$ cat src/rtl/dwl_pkg.sv
package dwl_pkg;
  typedef enum logic [2:0] {
    ST_IDLE = 3'd0,
    ST_ACC1 = 3'd1,
    ST_ACC2 = 3'd2,
    ST_FIN  = 3'd3,
    ST_ERR  = 3'd4
  } dwlState_t;

  typedef struct packed {
    logic latch;   // capture request fields
    logic req;     // a transfer is presented
    logic phase2;  // second transfer of the pair
    logic take;    // transfer completes at this edge
  } dwlStrobe_t;
endpackage

$ cat src/rtl/dwl_ctrl.sv
module dwl_ctrl
  import dwl_pkg::*;
(
  input  logic       clk,
  input  logic       rstN,
  input  logic       startPulse,
  input  logic       regOdd,
  input  logic       memReady,
  output dwlStrobe_t strobe,
  output logic       busy,
  output logic       done,
  output logic       oddErr
);
  dwlState_t state, nxtState;

  always_ff @(posedge clk or negedge rstN) begin
    if (!rstN) state <= ST_IDLE;
    else       state <= nxtState;
  end

  always_comb begin
    nxtState = state;
    strobe   = '0;
    unique case (state)
      ST_IDLE: begin
        if (startPulse) begin
          strobe.latch = 1'b1;
          nxtState     = regOdd ? ST_ERR : ST_ACC1;
        end
      end
      ST_ACC1: begin
        strobe.req = 1'b1;
        if (memReady) nxtState = ST_ACC2;
      end
      ST_ACC2: begin
        strobe.req    = 1'b1;
        strobe.phase2 = 1'b1;
        if (memReady) nxtState = ST_FIN;
      end
      ST_FIN:  nxtState = ST_IDLE;
      ST_ERR:  nxtState = ST_IDLE;
      default: nxtState = ST_IDLE;
    endcase
    strobe.take = strobe.req & memReady;
  end

  assign busy   = (state != ST_IDLE);
  assign done   = (state == ST_FIN) || (state == ST_ERR);
  assign oddErr = (state == ST_ERR);

  // a transfer without ready stays in the same phase
  p_wait_hold_r5: assert property (@(posedge clk) disable iff (!rstN)
    (strobe.req && !memReady) |=> (strobe.req && state == $past(state)));

  // completion lasts one cycle
  p_done_pulse_r8: assert property (@(posedge clk) disable iff (!rstN)
    done |=> !done);

  // the rejection cycle is followed by no transfer
  p_err_noacc_r4: assert property (@(posedge clk) disable iff (!rstN)
    oddErr |=> !strobe.req);

  // a start during the first transfer does not disturb it
  p_start_ignored_r7: assert property (@(posedge clk) disable iff (!rstN)
    (state == ST_ACC1 && startPulse && !memReady) |=> (state == ST_ACC1));

  // done never occurs while idle
  p_busy_done_r6: assert property (@(posedge clk) disable iff (!rstN)
    done |-> busy);
endmodule

$ cat src/rtl/dwl_path.sv
module dwl_path
  import dwl_pkg::*;
#(
  parameter int DATA_W = 32,
  parameter int OFF_W  = 16,
  parameter int REG_W  = 5
) (
  input  logic              clk,
  input  logic              rstN,
  input  dwlStrobe_t        strobe,
  input  logic              isStore,
  input  logic [DATA_W-1:0] baseVal,
  input  logic [OFF_W-1:0]  offsetVal,
  input  logic [REG_W-1:0]  regNum,
  input  logic [DATA_W-1:0] storeEven,
  input  logic [DATA_W-1:0] storeOdd,
  input  logic [DATA_W-1:0] memRdata,
  output logic              memReq,
  output logic [DATA_W-1:0] memAddr,
  output logic              memWe,
  output logic [DATA_W-1:0] memWdata,
  output logic              wbValid,
  output logic [REG_W-1:0]  wbReg,
  output logic [DATA_W-1:0] wbData
);
  localparam int WORD_BYTES = DATA_W / 8;
  localparam int ALIGN_W    = $clog2(WORD_BYTES);
  localparam logic [DATA_W-1:0] ALIGN_MASK = ~((DATA_W'(1) << ALIGN_W) - DATA_W'(1));
  localparam logic [DATA_W-1:0] STEP = DATA_W'(WORD_BYTES);

  logic              opStore;
  logic [DATA_W-1:0] eaReg;
  logic [REG_W-1:0]  rnReg;
  logic [DATA_W-1:0] dEven, dOdd;
  logic [DATA_W-1:0] extOff;
  logic              useHigh;

  assign extOff = {{(DATA_W-OFF_W){offsetVal[OFF_W-1]}}, offsetVal};

  always_ff @(posedge clk or negedge rstN) begin
    if (!rstN) begin
      opStore <= 1'b0;
      eaReg   <= '0;
      rnReg   <= '0;
      dEven   <= '0;
      dOdd    <= '0;
    end else if (strobe.latch) begin
      opStore <= isStore;
      eaReg   <= (baseVal + extOff) & ALIGN_MASK;
      rnReg   <= regNum;
      dEven   <= storeEven;
      dOdd    <= storeOdd;
    end
  end

  // load: lower word then upper; store: upper word then lower
  assign useHigh  = strobe.phase2 ^ opStore;
  assign memReq   = strobe.req;
  assign memWe    = strobe.req & opStore;
  assign memAddr  = useHigh ? (eaReg + STEP) : eaReg;
  assign memWdata = useHigh ? dEven : dOdd;

  always_ff @(posedge clk or negedge rstN) begin
    if (!rstN) begin
      wbValid <= 1'b0;
      wbReg   <= '0;
      wbData  <= '0;
    end else begin
      wbValid <= strobe.take & ~opStore;
      if (strobe.take & ~opStore) begin
        wbReg  <= useHigh ? rnReg : (rnReg | REG_W'(1));
        wbData <= memRdata;
      end
    end
  end

  // a pending transfer keeps its address and data
  p_addr_hold_r5: assert property (@(posedge clk) disable iff (!rstN)
    (strobe.req && !strobe.take) |=> ($stable(memAddr) && $stable(memWdata) && $stable(memWe)));

  // a write-back follows a completed read by one cycle
  p_wb_after_take_r8: assert property (@(posedge clk) disable iff (!rstN)
    wbValid |-> ($past(strobe.take) && !opStore));

  // stores never produce write-backs
  p_store_no_wb_r3: assert property (@(posedge clk) disable iff (!rstN)
    (strobe.req && opStore) |=> !wbValid);
endmodule

$ cat src/rtl/dwl_seq.sv
module dwl_seq
  import dwl_pkg::*;
#(
  parameter int DATA_W = 32,
  parameter int OFF_W  = 16,
  parameter int REG_W  = 5
) (
  input  logic              clk,
  input  logic              rstN,
  input  logic              startPulse,
  input  logic              isStore,
  input  logic [DATA_W-1:0] baseVal,
  input  logic [OFF_W-1:0]  offsetVal,
  input  logic [REG_W-1:0]  regNum,
  input  logic [DATA_W-1:0] storeEven,
  input  logic [DATA_W-1:0] storeOdd,
  input  logic              memReady,
  input  logic [DATA_W-1:0] memRdata,
  output logic              memReq,
  output logic [DATA_W-1:0] memAddr,
  output logic              memWe,
  output logic [DATA_W-1:0] memWdata,
  output logic              wbValid,
  output logic [REG_W-1:0]  wbReg,
  output logic [DATA_W-1:0] wbData,
  output logic              busy,
  output logic              done,
  output logic              oddErr
);
  dwlStrobe_t strobe;

  dwl_ctrl u_ctrl (
    .clk        (clk),
    .rstN       (rstN),
    .startPulse (startPulse),
    .regOdd     (regNum[0]),
    .memReady   (memReady),
    .strobe     (strobe),
    .busy       (busy),
    .done       (done),
    .oddErr     (oddErr)
  );

  dwl_path #(
    .DATA_W (DATA_W),
    .OFF_W  (OFF_W),
    .REG_W  (REG_W)
  ) u_path (
    .clk       (clk),
    .rstN      (rstN),
    .strobe    (strobe),
    .isStore   (isStore),
    .baseVal   (baseVal),
    .offsetVal (offsetVal),
    .regNum    (regNum),
    .storeEven (storeEven),
    .storeOdd  (storeOdd),
    .memRdata  (memRdata),
    .memReq    (memReq),
    .memAddr   (memAddr),
    .memWe     (memWe),
    .memWdata  (memWdata),
    .wbValid   (wbValid),
    .wbReg     (wbReg),
    .wbData    (wbData)
  );

  // no transfer is requested in the same cycle as a rejection
  p_odd_quiet_r4: assert property (@(posedge clk) disable iff (!rstN)
    oddErr |-> (!memReq && done));
endmodule

$ cat config.mk
export PLATFORM = sky130hd
export DESIGN_NAME = dwl_seq
export DESIGN_NICKNAME = d
export VERILOG_FILES = /design/src/rtl/dwl_pkg.sv /design/src/rtl/dwl_ctrl.sv /design/src/rtl/dwl_path.sv /design/src/rtl/dwl_seq.sv
export SDC_FILE = /design/constraint.sdc
export NUM_CORES = 1
export LEC_CHECK = 0
export BUFFER_PORTS_ARGS = -buffer_cell sky130_fd_sc_hd__buf_2
export CELL_PAD_IN_SITES_DETAIL_PLACEMENT = 1
export CELL_PAD_IN_SITES_GLOBAL_PLACEMENT = 1
export CORE_MARGIN = 4
export CORE_UTILIZATION = 41
export DETAILED_ROUTE_END_ITERATION = 7
export HOLD_SLACK_MARGIN = 0.03
export MAX_ROUTING_LAYER = met4
export PLACE_DENSITY = 0.84
export SETUP_SLACK_MARGIN = 0.02
export SLEW_MARGIN = 20
export SYNTH_ARGS = -nofsm -noshare
export SYNTH_HDL_FRONTEND = slang
export SYNTH_SLANG_ARGS = --single-unit
$ cat constraint.sdc
create_clock -name clk -period 3.6 [get_ports clk]
set_clock_uncertainty 0.15 [all_clocks]
set_input_delay 0.36 -clock clk [delete_from_list [all_inputs] [get_ports clk]]
set_output_delay 0.36 -clock clk [all_outputs]
set_load 0.005 [all_outputs]
==> results of run 1 <==
## metrics by stage
step                hold WS [ps]  util [%]  instance area, um2  instances
CTS                        34.15     58.33               10980       1475
floorplan                 -85.59         -                7931        868
global placement           300.4     50.21                9454       1347
global route               44.92     58.40               11000       1480
finish                     32.48     58.40               11000       1480
detailed placement         312.3     50.21                9454       1347
## cell families after synthesis
| family | Yosys count |
|---|---|
| adders and majority gates | 31 |
| DFF | 141 |
| xor gates and xnor gates | 54 |
| muxes | 74 |
| other | 1 |
| AOI/OAI and AO/OA | 128 |
| buffers and inverters | 56 |
| and+or+nand+nor | 382 |
## what timing repair did
item	4_1_cts	5_1_grt
hold buffers	96	0
endpoints found under the hold margin	185	0
buffers inserted	0	0
## cells in the mapped netlist, types with 2 or more instances
master	instances	share of area (%)
nand2_1	277	13
dfrtp_1	141	45
mux2_1	70	9.9
a21oi_1	34	2.1
nor2_1	34	1.6
xnor2_1	33	3.6
ha_1	31	4.9
clkbuf_1	30	1.4
o21ai_1	26	1.6
xor2_1	21	2.3
a21o_1	15	1.4
nand4_1	15	1.2
nand3_1	14	0.88
buf_2	10	0.63
inv_1	10	0.47
o21ai_0	10	0.63
and4_1	7	0.77
and3_1	6	0.47
nor3b_1	6	0.57
a211oi_1	5	0.47
and2_1	5	0.39
o21a_1	5	0.47
buf_4	4	0.38
nand2b_1	4	0.32
nor3_1	4	0.25
o31ai_1	4	0.38
a21boi_1	3	0.28
a31oi_1	3	0.24
mux2_2	3	0.43
o21bai_1	3	0.28
a221oi_1	2	0.22
buf_1	2	0.095
nor2b_1	2	0.16
nor4_1	2	0.16
nor4b_1	2	0.22
o211ai_1	2	0.19
o21ai_2	2	0.22
## critical path: stages (launching register included)
cell      delay (ps)
dfrtp_1          450
nor3b_1          360
xnor2_2          140
nor4_1           490
nand2b_1         270
nor2_1           190
xor2_1           210
buf_2            150
## where the power goes
part           internal [uW]  switching (uW)
Sequential              2350             650
Clock                    992             733
Combinational           1620            2140
Total                   4960            3530
## per-layer routing
metal  track usage [%]  up-vias  routed length [um]
li1                  -     3614                   -
met1             32.68     3844               12390
met2             53.02      308               16660
met3             6.909       98                1936
met4             14.07        0                1379
met5                 -        -                   0
## how the worst max path moves through the flow
stage	cells past startpoint	end	startpoint	slack, ps
global route	7	memAddr[31]	u_ctrl.state[1]	150
CTS	7	memAddr[31]	u_ctrl.state[0]	340
finish	7	memAddr[31]	u_ctrl.state[0]	410
floorplan	9	u_path.eaReg[26]	baseVal[9]	1050
global placement	7	memAddr[31]	u_ctrl.state[2]	720
detailed placement	9	u_path.eaReg[26]	baseVal[9]	680
## flip-flops by register name (all words and copies together), names as in the netlist
register / cells
u_path.dEven: 32
u_ctrl.state: 3
u_path.wbData: 32
u_path.opStore: 1
u_path.wbReg: 5
u_path.rnReg: 5
u_path.dOdd: 32
u_path.eaReg: 30
u_path.wbValid: 1
## area by class of cell
class	instances	area share [%]
Antenna cell	5	0.1138
Clock buffer	20	4.153
Clock inverter	12	1.024
Inverter	10	0.3413
Multi-Input combinational cell	671	38.08
Sequential cell	141	32.09
Tap cell	260	2.958
Timing Repair Buffer	361	21.24
==> impl_metrics.csv, run 1 <==
group,metric,value,unit
status,violations,"design-rule violations",
critical_path,r2r_cells,5,
critical_path,cp_data_arrival_time,2680,ps
synthesis,syn_area,0.007928,mm2
clock_tree,htreeDepth,4,
route,vias,7864,
final_layout,final_nets,1387,
global_route,grt_pass1_vias,8671,
worst_hold_path,hold_path_end,"u_path.dEven[5]",
synthesis,synth_compound_area_share,10.51,%
global_route,grt_max_degree,92,
placement,portBuffers,258,
synthesis,synthFlopType,"dfrtp_1",
power,p_leak,0.005532,uW
critical_path,crit_path_end_kind,"output pin",
placement,dp_slack,677.0,ps
critical_path,r2r-end,"u_path.dOdd[14]",
sta,period_needed,3194,ps
synthesis,ys_warn_count,0,
worst_hold_path,hold_class,"in -> reg",
floorplanning,coreArea,0.01883,mm2
status,status,"finished with violations",
job,cap_violations,0,
sta,tightest_slew,886.9,ps
final_layout,final_common_cell,"nand2_1",
critical_path,r2r-start,"u_ctrl.state[0]",
critical_path,setup.worst_path.start_class,"register",
global_route,grt_usage,30.30,%
critical_path,cp_max_fo,8,
route,first_pass_iters,7,
synthesis,synth-simple-area-share,20.58,%
critical_path,path_class,"reg -> out",
floorplanning,die_y,147.1,um
worst_hold_path,hold_path.startpoint,"storeEven[5]",
route,remaining_drc_errors,3,
floorplanning,boundaryPins,261,
clock_tree,path_clk_slew,70,ps
synthesis,synthAdderAreaFrac,4.893,%
route,first_iter_violations,416,
sta,worst_slack,406.1,ps
sta,hold_viol,0,
power,peakVddDrop,381.7,uV
sta,maxSlewHeadroom,40.88,%
synthesis,seq_area_frac_synth,44.51,%
final_layout,area_delta_synth_final,38.72,%
critical_path,worstPathRequired,3090,ps
placement,gp_congestion,0.8704,
synthesis,synthMuxAreaShare,10.50,%
synthesis,async_flop_share,100.0,%
floorplanning,num_rows,50,
synthesis,synthCells,867,
global_route,grt_first_pass_wirelength,49900,um
final_layout,final.fill_count,2237,
final_layout,seq_area,0.003528,mm2
critical_path,ff2ff_setup_slack,1040,ps
power,power_density,771.8,mW/mm2
power,finalPower,8487,uW
global_route,antenna_found_initial,5,
final_layout,final_cell_mix,"276 x nand2_1, 257 x buf_2, 141 x dfrtp_1, 96 x dlygate4sd3_1, 70 x mux2_1",
sta,rsz0062_at_grt,"no",
clock_tree,cts_sinks,141,
floorplanning,die_w,147.1,um
route,routedWlPerCell,21.86,um
sta,fin_crit_sh,88.72,%
synthesis,yosysUniqueCellTypes,57,
route,viasPerCell,5.314,
clock_tree,clock_latency,420,ps
synthesis,synth_xor_area_share,5.966,%
worst_hold_path,worstHoldPathCells,3,
sta,setup_tns,0,ps
clock_tree,ctsResizeCount,0,
clock_tree,cts_tree,"done",
sta,fmax,313.1,MHz
final_layout,multi_input_area,0.004188,mm2
route,ant_nets,0,
global_route,grt_overflow_total,0,
placement,place_hpwl,19260,um
floorplanning,initial_core_util,42.10,%
synthesis,yosys_register_bits,141,
route,routed_wl,32360,um
sta,setup_viol,0,
clock_tree,cts_buffers,17,
synthesis,synth_enable_flop_cells,0,
synthesis,synth.avg_cell_area,9.144,um2
clock_tree,ctsRootBufferMaster,"clkbuf_16",
floorplanning,dieArea,0.02162,mm2
sta,drv_slew,0,
final_layout,drive_above_1_share,25.43,%
synthesis,synth_top_family_by_area,"simple AND/OR/NAND/NOR gates",
clock_tree,clock_path_buffers,2,
Power figures use the tool's default switching activity.
==> run 2, diff against run 1 <==
CORE_ASPECT_RATIO = 0.6   (was not set)
CTS_CLUSTER_DIAMETER = 150   (was not set)
==> impl_metrics.csv, run 2 (synthesis gave the netlist of run 1 again) <==
group,metric,value,unit
status,status,"finished clean",
critical_path,r2r-start,"u_ctrl.state[0]",
critical_path,cp_max_fo,26,
power,comb_power_share,42.8,%
critical_path,ff2ff_setup_slack,830,ps
critical_path,setup.worst_path.start_class,"register",
route,ant_nets,0,
power,p_leak,0.005575,uW
worst_hold_path,hold_path_end,"u_path.wbData[14]",
critical_path,path_class,"reg -> out",
power,internal-power,5171,uW
final_layout,final_cell_mix,"276 x nand2_1, 257 x buf_2, 141 x dfrtp_1, 92 x dlygate4sd3_1, 70 x mux2_1",
floorplanning,boundaryPins,261,
route,first_iter_violations,497,
clock_tree,clock_path_buffers,2,
critical_path,crit_path_end_kind,"output pin",
critical_path,path_depth,5,
clock_tree,clock_latency,420,ps
clock_tree,path_clk_slew,60,ps
final_layout,reg_top3,"u_path.dEven x32, u_path.dOdd x32, u_path.wbData x32",
critical_path,crit_path_top_delay_cell,"xnor2_2",
clock_tree,htreeDepth,4,
route,viasPerCell,5.386,
clock_tree,cts_tree,"done",
route,vias,7874,
worst_hold_path,worstHoldPathCells,2,
route,remaining_drc_errors,0,
power,swShare,39.87,%
floorplanning,dieArea,0.02170,mm2
sta,drv_slew,0,
floorplanning,initial_core_util,41.76,%
sta,period_needed,3407,ps
job,cap_violations,0,
critical_path,crit_buf_inv,2,
floorplanning,coreArea,0.01898,mm2
global_route,grt_overflow_total,0,
sta,maxSlewHeadroom,36.88,%
floorplanning,num_rows,39,
placement,portBuffers,258,
critical_path,path_cells,"nor3b_2 -> xnor2_2 -> buf_4 -> mux2_1 -> buf_2",
power,peakVddDrop,384.6,uV
critical_path,worstPathRequired,3090,ps
sta,rsz0062_at_grt,"no",
sta,setup_tns,0,ps
final_layout,area_delta_synth_final,39.22,%
worst_hold_path,hold_path.startpoint,"memRdata[14]",
worst_hold_path,hold_class,"in -> reg",
route,routed_wl,31920,um
critical_path,r2r_cells,5,
route,routedWlPerCell,21.84,um
power,p_seq_share,34.6,%
sta,timing.hold.ws,38.01,ps
global_route,grt_max_degree,83,
clock_tree,cts_buffers,17,
sta,hold_viol,0,
route,first_pass_iters,5,
power,power_density,779.2,mW/mm2
global_route,grt_pass1_vias,8501,
power,switching_power,3429,uW
sta,tightest_slew,942.2,ps
critical_path,cp_data_arrival_time,2900,ps
global_route,grt_first_pass_wirelength,49520,um
clock_tree,ctsRootBufferMaster,"clkbuf_16",
final_layout,final_nets,1384,
final_layout,final_common_cell,"nand2_1",
global_route,antenna_found_initial,3,
sta,fin_crit_sh,94.64,%
final_layout,drive_above_1_share,25.91,%
power,clkPwrFrac,22.6,%
critical_path,slowest_delay,740,ps
clock_tree,cts_sinks,141,
sta,fmax,293.5,MHz
critical_path,r2r-end,"u_path.dEven[13]",
placement,gp_congestion,0.9074,
floorplanning,die_y,115.7,um
critical_path,path_delay_family,"XOR/XNOR gates",
sta,setup_viol,0,
floorplanning,die_w,187.5,um
final_layout,final.fill_count,2183,
placement,place_hpwl,19530,um
global_route,grt_usage,30.31,%
-- run 2: cell types whose count changed in the layout (fill, tap and decap cells not counted), sizes merged --
cell and change:
diode -1, dlygate4sd3 -4, buf +1, bufinv +3, inv +1, clkinvlp -4
-- run 2: timing repair --
| action | CTS | global route |
|---|---|---|
| hold buffers | 91 | 1 |
| setup buffers | 0 | 0 |
| hold endpoints to repair | 170 | 1 |
| gates resized for setup | 2 | 3 |
| setup endpoints to repair | 4 | 11 |
-- run 2: worst max-delay path by stage --
stage	startpoint	endpoint
3_5_place_dp	u_ctrl.state[0]	memAddr[24]
6_report	u_ctrl.state[1]	memWdata[17]
4_1_cts	u_ctrl.state[0]	memAddr[24]
3_3_place_gp	u_ctrl.state[2]	memAddr[24]
5_1_grt	u_ctrl.state[1]	memAddr[30]
2_1_floorplan	baseVal[9]	u_path.eaReg[26]
-- run 2: power groups by stage --
stage	Sequential (uW)	Combinational, uW	Clock [uW]
2_1_floorplan	2750	1990	0
3_3_place_gp	2850	3290	0
3_5_place_dp	2890	3420	0
4_1_cts	2900	3560	1960
5_1_grt	3050	4030	2040
6_report	2980	3680	1940
-- run 2: layout make-up --
cell class	instances	area, um2	share of cell area, %
inverters	10	37.54	0.3401
flip-flops and latches	141	3528	31.97
clock inverters	12	181.4	1.644
diodes	4	10.01	0.09069
clock buffers	20	456.7	4.138
well taps	246	307.8	2.789
multi-input cells	671	4212	38.16
repair buffers	358	2303	20.87
-- run 2: per-stage QoR --
| step | worst slack, ps | std cells | instance area [um2] | util (%) | power (uW) |
|---|---|---|---|---|---|
| final | 192.9 | 1462 | 11040 | 58.14 | 8599 |
| after global routing | 20.14 | 1461 | 11030 | 58.13 | 9129 |
| after CTS | 104.7 | 1457 | 11000 | 57.96 | 8412 |
| after detailed placement | 405.4 | 1334 | 9444 | 49.75 | 6308 |
| after global placement | 557.0 | 1334 | 9444 | 49.75 | 6140 |
| after floorplan | 1046 | 868 | 7931 | - | 4737 |
-- run 2: routing by layer --
metal  up-vias  track usage (%)  share of wire [%]
li1       3612                -                  -
met1      3914            37.19                 43
met2       293            51.55                 49
met3        55            7.014                5.9
met4         0            7.674                2.1
met5         -                -                  0
